[src/rtl/ring_agen_pkg.sv]
package ring_agen_pkg;

    localparam int FIFO_COUNT = 8;
    localparam int FIFO_SEL_W = $clog2(FIFO_COUNT);

    typedef enum logic [1:0] {
        ST_IDLE = 2'd0,
        ST_PREP = 2'd1,
        ST_RUN  = 2'd2,
        ST_DONE = 2'd3
    } agen_state_e;

    typedef struct packed {
        logic [FIFO_SEL_W-1:0] fifo;
        logic                  wr;
    } route_t;

endpackage

[src/rtl/stride_reducer.sv]
module stride_reducer #(
    parameter int W = 16
) (
    input  logic         clk,
    input  logic         rst,
    input  logic         start,
    input  logic [W-1:0] incr,
    input  logic [W:0]   win_n,
    output logic         vld,
    output logic [W-1:0] step
);
    localparam int IW = $clog2(W + 1);

    logic [W-1:0]  mag_q;
    logic          neg_q;
    logic [W-1:0]  rem_q;
    logic [IW-1:0] cnt_q;
    logic          busy_q;
    logic [W:0]    shifted;
    logic [W:0]    trial;
    logic [W:0]    pos_step;

    assign shifted = {rem_q, mag_q[W-1]};
    assign trial   = shifted - win_n;

    always_ff @(posedge clk) begin
        if (rst) begin
            mag_q  <= '0;
            neg_q  <= 1'b0;
            rem_q  <= '0;
            cnt_q  <= '0;
            busy_q <= 1'b0;
            vld    <= 1'b0;
        end else begin
            vld <= 1'b0;
            if (start) begin
                mag_q  <= incr[W-1] ? (~incr + 1'b1) : incr;
                neg_q  <= incr[W-1];
                rem_q  <= '0;
                cnt_q  <= IW'(W);
                busy_q <= 1'b1;
            end else if (busy_q) begin
                mag_q <= mag_q << 1;
                rem_q <= (shifted >= win_n) ? W'(trial) : W'(shifted);
                cnt_q <= cnt_q - 1'b1;
                if (cnt_q == IW'(1)) begin
                    busy_q <= 1'b0;
                    vld    <= 1'b1;
                end
            end
        end
    end

    // A negative stride becomes the complementary positive step.
    assign pos_step = (neg_q && rem_q != '0) ? (win_n - {1'b0, rem_q}) : {1'b0, rem_q};
    assign step     = W'(pos_step);

    assert_step_in_window_R4: assert property (@(posedge clk) disable iff (rst)
        vld |-> ({1'b0, rem_q} < win_n));

endmodule

[src/rtl/ring_pointer.sv]
module ring_pointer #(
    parameter int W = 16
) (
    input  logic         clk,
    input  logic         rst,
    input  logic         load,
    input  logic [W-1:0] lower,
    input  logic [W-1:0] upper,
    input  logic [W-1:0] start,
    input  logic         step_load,
    input  logic [W-1:0] step_in,
    input  logic         adv,
    output logic [W-1:0] addr,
    output logic [W:0]   win_n
);
    logic [W-1:0] lower_q;
    logic [W:0]   n_q;
    logic [W-1:0] off_q;
    logic [W-1:0] step_q;
    logic [W:0]   sum;
    logic [W:0]   folded;

    assign sum    = {1'b0, off_q} + {1'b0, step_q};
    assign folded = (sum >= n_q) ? (sum - n_q) : sum;

    always_ff @(posedge clk) begin
        if (rst) begin
            lower_q <= '0;
            n_q     <= '0;
            off_q   <= '0;
            step_q  <= '0;
        end else begin
            if (load) begin
                lower_q <= lower;
                n_q     <= {1'b0, upper} - {1'b0, lower} + 1'b1;
                off_q   <= start - lower;
            end else if (adv) begin
                off_q <= W'(folded);
            end
            if (step_load) step_q <= step_in;
        end
    end

    assign addr  = lower_q + off_q;
    assign win_n = n_q;

    assert_offset_in_window_R4: assert property (@(posedge clk) disable iff (rst)
        adv |=> ({1'b0, off_q} < n_q));

endmodule

[src/rtl/xfer_counter.sv]
module xfer_counter #(
    parameter int CW = 16
) (
    input  logic          clk,
    input  logic          rst,
    input  logic          load,
    input  logic [CW-1:0] count,
    input  logic          dec,
    output logic          last
);
    logic [CW-1:0] left_q;

    always_ff @(posedge clk) begin
        if (rst) begin
            left_q <= '0;
        end else if (load) begin
            left_q <= count;
        end else if (dec) begin
            left_q <= left_q - 1'b1;
        end
    end

    assign last = (left_q == CW'(1));

    assert_no_underflow_R3: assert property (@(posedge clk) disable iff (rst)
        dec |-> (left_q != '0));

endmodule

[src/rtl/ring_stream_agen.sv]
module ring_stream_agen
    import ring_agen_pkg::*;
#(
    parameter int ADDR_W = 16,
    parameter int CNT_W  = 16
) (
    input  logic                  clk,
    input  logic                  rst,
    input  logic                  cfg_valid,
    output logic                  cfg_ready,
    input  logic [ADDR_W-1:0]     cfg_lower,
    input  logic [ADDR_W-1:0]     cfg_upper,
    input  logic [ADDR_W-1:0]     cfg_start,
    input  logic [ADDR_W-1:0]     cfg_incr,
    input  logic [CNT_W-1:0]      cfg_count,
    input  logic [FIFO_SEL_W-1:0] cfg_fifo,
    input  logic                  cfg_write,
    output logic                  mem_valid,
    input  logic                  mem_ready,
    output logic [ADDR_W-1:0]     mem_addr,
    output logic [FIFO_SEL_W-1:0] mem_fifo,
    output logic                  mem_write,
    output logic                  done
);
    agen_state_e       state_q, state_d;
    route_t            route_q;
    logic [ADDR_W-1:0] lo_q, hi_q, st_q;
    logic              cfg_fire, mem_fire, red_vld, last;
    logic [ADDR_W-1:0] step;
    logic [ADDR_W:0]   win_n;

    assign cfg_fire = cfg_valid && (state_q == ST_IDLE);
    assign mem_fire = mem_valid && mem_ready;

    always_comb begin
        state_d = state_q;
        unique case (state_q)
            ST_IDLE: if (cfg_fire) state_d = (cfg_count == '0) ? ST_DONE : ST_PREP;
            ST_PREP: if (red_vld) state_d = ST_RUN;
            ST_RUN:  if (mem_fire && last) state_d = ST_DONE;
            ST_DONE: state_d = ST_IDLE;
            default: state_d = ST_IDLE;
        endcase
    end

    always_ff @(posedge clk) begin
        if (rst) begin
            state_q <= ST_IDLE;
            route_q <= '0;
            lo_q    <= '0;
            hi_q    <= '0;
            st_q    <= '0;
        end else begin
            state_q <= state_d;
            if (cfg_fire) begin
                route_q <= '{fifo: cfg_fifo, wr: cfg_write};
                lo_q    <= cfg_lower;
                hi_q    <= cfg_upper;
                st_q    <= cfg_start;
            end
        end
    end

    stride_reducer #(.W(ADDR_W)) u_reduce (
        .clk   (clk),
        .rst   (rst),
        .start (cfg_fire),
        .incr  (cfg_incr),
        .win_n (win_n),
        .vld   (red_vld),
        .step  (step)
    );

    ring_pointer #(.W(ADDR_W)) u_ring (
        .clk       (clk),
        .rst       (rst),
        .load      (cfg_fire),
        .lower     (cfg_lower),
        .upper     (cfg_upper),
        .start     (cfg_start),
        .step_load (red_vld),
        .step_in   (step),
        .adv       (mem_fire),
        .addr      (mem_addr),
        .win_n     (win_n)
    );

    xfer_counter #(.CW(CNT_W)) u_count (
        .clk   (clk),
        .rst   (rst),
        .load  (cfg_fire),
        .count (cfg_count),
        .dec   (mem_fire),
        .last  (last)
    );

    assign cfg_ready = (state_q == ST_IDLE);
    assign mem_valid = (state_q == ST_RUN);
    assign done      = (state_q == ST_DONE);
    assign mem_fifo  = route_q.fifo;
    assign mem_write = route_q.wr;

    assert_hold_under_stall_R8: assert property (@(posedge clk) disable iff (rst)
        (mem_valid && !mem_ready) |=> (mem_valid && $stable(mem_addr)
                                       && $stable(mem_fifo) && $stable(mem_write)));

    assert_addr_in_window_R4: assert property (@(posedge clk) disable iff (rst)
        mem_valid |-> (mem_addr >= lo_q && mem_addr <= hi_q));

    assert_first_is_start_R2: assert property (@(posedge clk) disable iff (rst)
        $rose(mem_valid) |-> (mem_addr == st_q));

    assert_done_single_R3: assert property (@(posedge clk) disable iff (rst)
        done |=> !done);

    assert_zero_count_done_R6: assert property (@(posedge clk) disable iff (rst)
        (cfg_fire && cfg_count == '0) |=> (done && !mem_valid));

endmodule

[config.mk]
export PLATFORM = sky130hd
export DESIGN_NAME = ring_stream_agen
export DESIGN_NICKNAME = d
export VERILOG_FILES = /design/src/rtl/ring_agen_pkg.sv /design/src/rtl/stride_reducer.sv /design/src/rtl/ring_pointer.sv /design/src/rtl/xfer_counter.sv /design/src/rtl/ring_stream_agen.sv
export SDC_FILE = /design/constraint.sdc
export NUM_CORES = 1
export LEC_CHECK = 0
export ABC_AREA = 1
export BUFFER_PORTS_ARGS = -buffer_cell sky130_fd_sc_hd__buf_2
export CORE_ASPECT_RATIO = 1.5
export CORE_MARGIN = 2
export CORE_UTILIZATION = 40
export DETAILED_ROUTE_END_ITERATION = 8
export GPL_ROUTABILITY_DRIVEN = 0
export PLACE_DENSITY = 0.58
export SLEW_MARGIN = 20
export SYNTH_ARGS = -nofsm -noshare
export SYNTH_HDL_FRONTEND = slang
export SYNTH_SLANG_ARGS = --single-unit
[constraint.sdc]
create_clock -name clk -period 4.41 [get_ports clk]
set_input_delay 0.441 -clock clk [delete_from_list [all_inputs] [get_ports clk]]
set_output_delay 0.441 -clock clk [all_outputs]
set_load 0.005 [all_outputs]
==> impl.org <==
** Timing
- The clock arrives with about 0.016 ns of skew.
- Worst hold-check slack :: 0.235 ns
- For the finished layout, the period the worst path requires is between 3 and 4 ns.
- Max-slew violation total from the final report :: 0
- Final worst path period share :: 85.5%
- The number of endpoints with negative hold slack in the final report was 0.
- Remaining max-slew budget at the tightest pin :: 26.8%
- Setup total negative slack on the finished layout was measured at 0 ns.
- Setup violations remaining at the end of the flow were counted as 0.
- Worst Tran Pin Value :: between 1 and 1.5 ns
- Timing would allow up to about 270 MHz.
- Setup repair after global routing left no endpoint under its margin.

** Floorplan
- Area of the core region :: about 0.030 mm2
- The die is about 220 um tall.
- In this run the count of I/O pins placed on the die edge is approximately 110.
- Die Width :: 147 um
- Initial standard-cell utilization of the core :: 40.7%
- The floorplan step defined a die boundary enclosing between 0.03 and 0.04 mm2.
- The initialized floorplan defines slightly below 80 standard-cell rows.

** CTS
- For this design, the CTS-stage hold fixing added 0 buffers.
- Master cell of the clock root buffer :: clkbuf_16
- The clock passes through at most 2 buffers.
- Number of H-tree levels :: 4
- Clk pin slew, worst setup/hold paths :: ~0.06 ns
- Clock sink count :: around 130
- In this run, CTS created clock tree buffers numbering 17.
- Post-CTS repair changed the size of 0 cells.
- Clock latency on the worst-skew pair, taken at its later pin, is between 0.4 and 0.5 ns.
- Post-CTS Setup Bufs :: 0
- Clock tree from TritonCTS :: built

** Yosys
- Per-instance average area after synthesis :: between 6 and 7 um2
- For this run, the number of Yosys warnings is 0.
- Synthesis produced a netlist whose cell count is 1966.
- FF+latch count, synth :: ~130
- For this run, the register share of the synthesized area comes to 20.6%.
- Yosys mapped the design onto 58 distinct sky130hd cell types.
- The most used flip-flop cell after synthesis is dfxtp_1.
- For this run, asynchronously set or reset flops after synthesis account for 0%.
- Yosys mapped a number of flops with a built-in enable equal to 0.
- Summing every instance area after synthesis gives around 0.012 mm2.
- Synthesized net count :: 2196

** Power
- Combinational share of power :: about 69%
- Net switching is 53.9% of the power.
- Total power :: between 0.01 and 0.015 W
- Largest voltage drop on the vdd net :: about 0.00036 V
- Sequential cell fraction of total power :: ~17%
- Power spread over the standard cell area amounts to between 700 and 800 mW/mm2.
- The internal portion of the total power is 0.00465 W.
- Share of power burned in the clock network :: roughly 14%
- In this run the power spent charging and discharging nets is between 0.005 and 0.006 W.
- Leak Pwr :: around 7.3 nW

** Cells and area
- The repair_antennas step left the layout with diodes totalling 0.
- Leaving out fill and tap cells, the most frequent cell in the layout is nand2_1.
- Proportion of layout cells with a drive suffix above 1 :: 10.1%
- Leaving out fill and tap cells, the most frequent cells in the layout are 546 x nand2_1, 269 x inv_1, 183 x a21oi_1.
- Finished layout cell area :: about 0.014 mm2
- Relative to the synthesized area, the layout overhead comes to 12.0%.
- Layout Nets :: approximately 2300
- Layout Utilization :: between 40% and 50%

** Worst hold path
- The worst hold path begins at cfg_fifo[1].
- The tightest min-delay check is of the input port to flip-flop type.
- Along the worst hold path, the cell count comes to 3.

** Detailed routing
- The first TritonRoute pass finished after 5 iterations.
- The detailed router finished its first iteration with 718 violations.
- Vias per cell :: about 5.3
- Number of nets with antenna violations after detailed routing :: 0
- Number of design rule violations left after detail routing :: 0
- Detailed-route wire length :: just over 40000 um
- Total via count in the routed design :: ~13000
- In the final routed layout, each cell accounts on average for 16.8 um.

** GRT
- Initial antenna violation count :: 0
- Residual overflow from global routing :: 0
- Pin count of the biggest net entering global routing :: 65
- Global routing usage summed across all routing layers :: around 26%
- Via count of the first global-routing pass :: roughly 13000
- Wire length of the first global-routing pass :: around 65000 um

** Setup path
- The worst setup path is launched from a flip-flop.
- The worst setup path is captured at a flip-flop.
- The setup path with the least slack is of type flip-flop to flip-flop.
- The most critical setup path has its startpoint at u_ring.off_q[0]$_SDFFE_PP0P_.
- For the worst setup path, the data required time is 4.80 ns.
- Along the worst path, the maximum fanout reaches 20.
- Arrival time at the worst endpoint :: around 4.2 ns
- In this run the critical register-to-register path is launched from u_ring.off_q[0]$_SDFFE_PP0P_.
- Number of cells traversed by the worst register-to-register path :: 20

** Run status
- The run finished with clean final reports.

** Job
- Max-cap violations in this run came to 0.

** Placed design
- During placement, the flow inserted port buffers numbering 110.
- Summing all placed instances gives a cell area of approximately 0.013 mm2.
- Half-perimeter wire length of the detailed placement result :: 33400 um
## synth_stat cells (3+ instances only)
cell	n	area (um2)
nand2_1	547	2050
xor2_1	42	368
o31ai_1	6	45.0
o32ai_1	4	35.0
buf_6	5	56.3
a31oi_1	11	68.8
nand3_1	151	756
fa_1	7	140
inv_2	5	18.8
o22ai_1	4	25.0
a21o_1	8	60.1
nand3_2	10	100
or2_2	6	37.5
buf_1	3	11.3
o211ai_1	9	67.6
xnor2_1	25	219
ha_1	135	1690
nor2_1	135	507
buf_2	11	55.1
clkbuf_1	29	109
a21oi_2	3	26.3
clkinv_1	3	11.3
nand2_2	8	50.1
inv_1	269	1010
nand4_1	15	93.8
o21ai_0	97	485
o21ai_1	7	35.0
nand3b_1	13	97.6
and3_1	3	18.8
o221ai_1	3	26.3
a21oi_1	183	916
dfxtp_1	127	2540
nor3_1	23	115
nor4_1	8	50.1
o21bai_1	11	82.6
nor2_2	11	68.8
o21ai_2	4	35.0
## metrics by stage
| stage | worst slack, ns | std cells |
|---|---|---|
| 3_5_place_dp | 0.712 | 2436 |
| 3_3_place_gp | 0.760 | 2436 |
| 4_1_cts | 0.664 | 2468 |
| 6_report | 0.638 | 2468 |
| 2_1_floorplan | 1.49 | 1966 |
| 5_1_grt | 0.315 | 2468 |
## state kept, by name, indices dropped and copies added, names as in the netlist
| signal | flops |
|---|---|
| u_reduce.neg_q | 1 |
| u_ring.off_q | 16 |
| u_reduce.vld | 1 |
| mem_fifo | 3 |
| state_q | 2 |
| u_ring.win_n | 17 |
| u_reduce.rem_q | 16 |
| u_reduce.cnt_q | 5 |
| u_reduce.mag_q | 16 |
| u_reduce.busy_q | 1 |
| mem_write | 1 |
| u_ring.lower_q | 16 |
| u_ring.step_q | 16 |
| u_count.left_q | 16 |
## layer usage
layer / vias up / GRT usage (%) / routed length, um
met2: 329 / 48.2 / 21200
met3: 90 / 3.74 / 1570
li1: 6636 / - / -
met5: - / 0 / 0
met4: 0 / 11.9 / 1700
met1: 5962 / 29.1 / 17100
## worst paths after layout
kind	slack, ns	to
hold / removal	0.23	mem_fifo[1]$_SDFFE_PP0P_
hold reg to reg	0.46	u_reduce.mag_q[14]$_SDFFE_PP0P_
setup reg to reg	0.64	u_ring.off_q[2]$_SDFFE_PP0P_
setup / recovery	0.64	u_ring.off_q[2]$_SDFFE_PP0P_
## area by class of cell
type | count | area [um2]
clock buffer | 18 | 439
clock inverter | 14 | 154
fill | 3251 | 16500
inverter | 277 | 1040
multi-input combinational | 1513 | 8510
sequential | 127 | 2540
tap | 400 | 500
timing repair buffer | 119 | 618
## power by group through the flow
stage / registers [W] / logic (W) / clock network [W]
after CTS: 0.00167 / 0.00691 / 0.00148
after detailed placement: 0.00170 / 0.00686 / 0
after global routing: 0.00171 / 0.00779 / 0.00153
after global placement: 0.00169 / 0.00683 / 0
after floorplan: 0.00161 / 0.00525 / 0
final: 0.00167 / 0.00695 / 0.00146
## cells by family after synthesis
logic type / after synthesis / synth area share, %
AOI/OAI and AO/OA: 363 / 16.5
xor gates and xnor gates: 67 / 4.76
adders and majority gates: 142 / 14.8
buffers and inverters: 326 / 10.4
DFF: 127 / 20.6
and+or+nand+nor: 941 / 32.9
## worst max-delay path, cell delays in order, from the launching register on
cell and delay (ns):
dfxtp_1 0.33, ha_1 0.22, fa_1 0.41, nand3_1 0.09
nand2_1 0.15, nand2_1 0.10, nand2_1 0.11, nand2_1 0.12
nand2_1 0.08, a21oi_1 0.14, o21bai_1 0.10, ha_1 0.33
nand2_1 0.12, inv_1 0.05, nand2_1 0.08, nand2_1 0.05
a21oi_1 0.14, nand4_2 0.50, o21ai_0 0.29, o211ai_1 0.12
a21oi_1 0.15
Note: power is estimated with default switching activity, not from simulation.
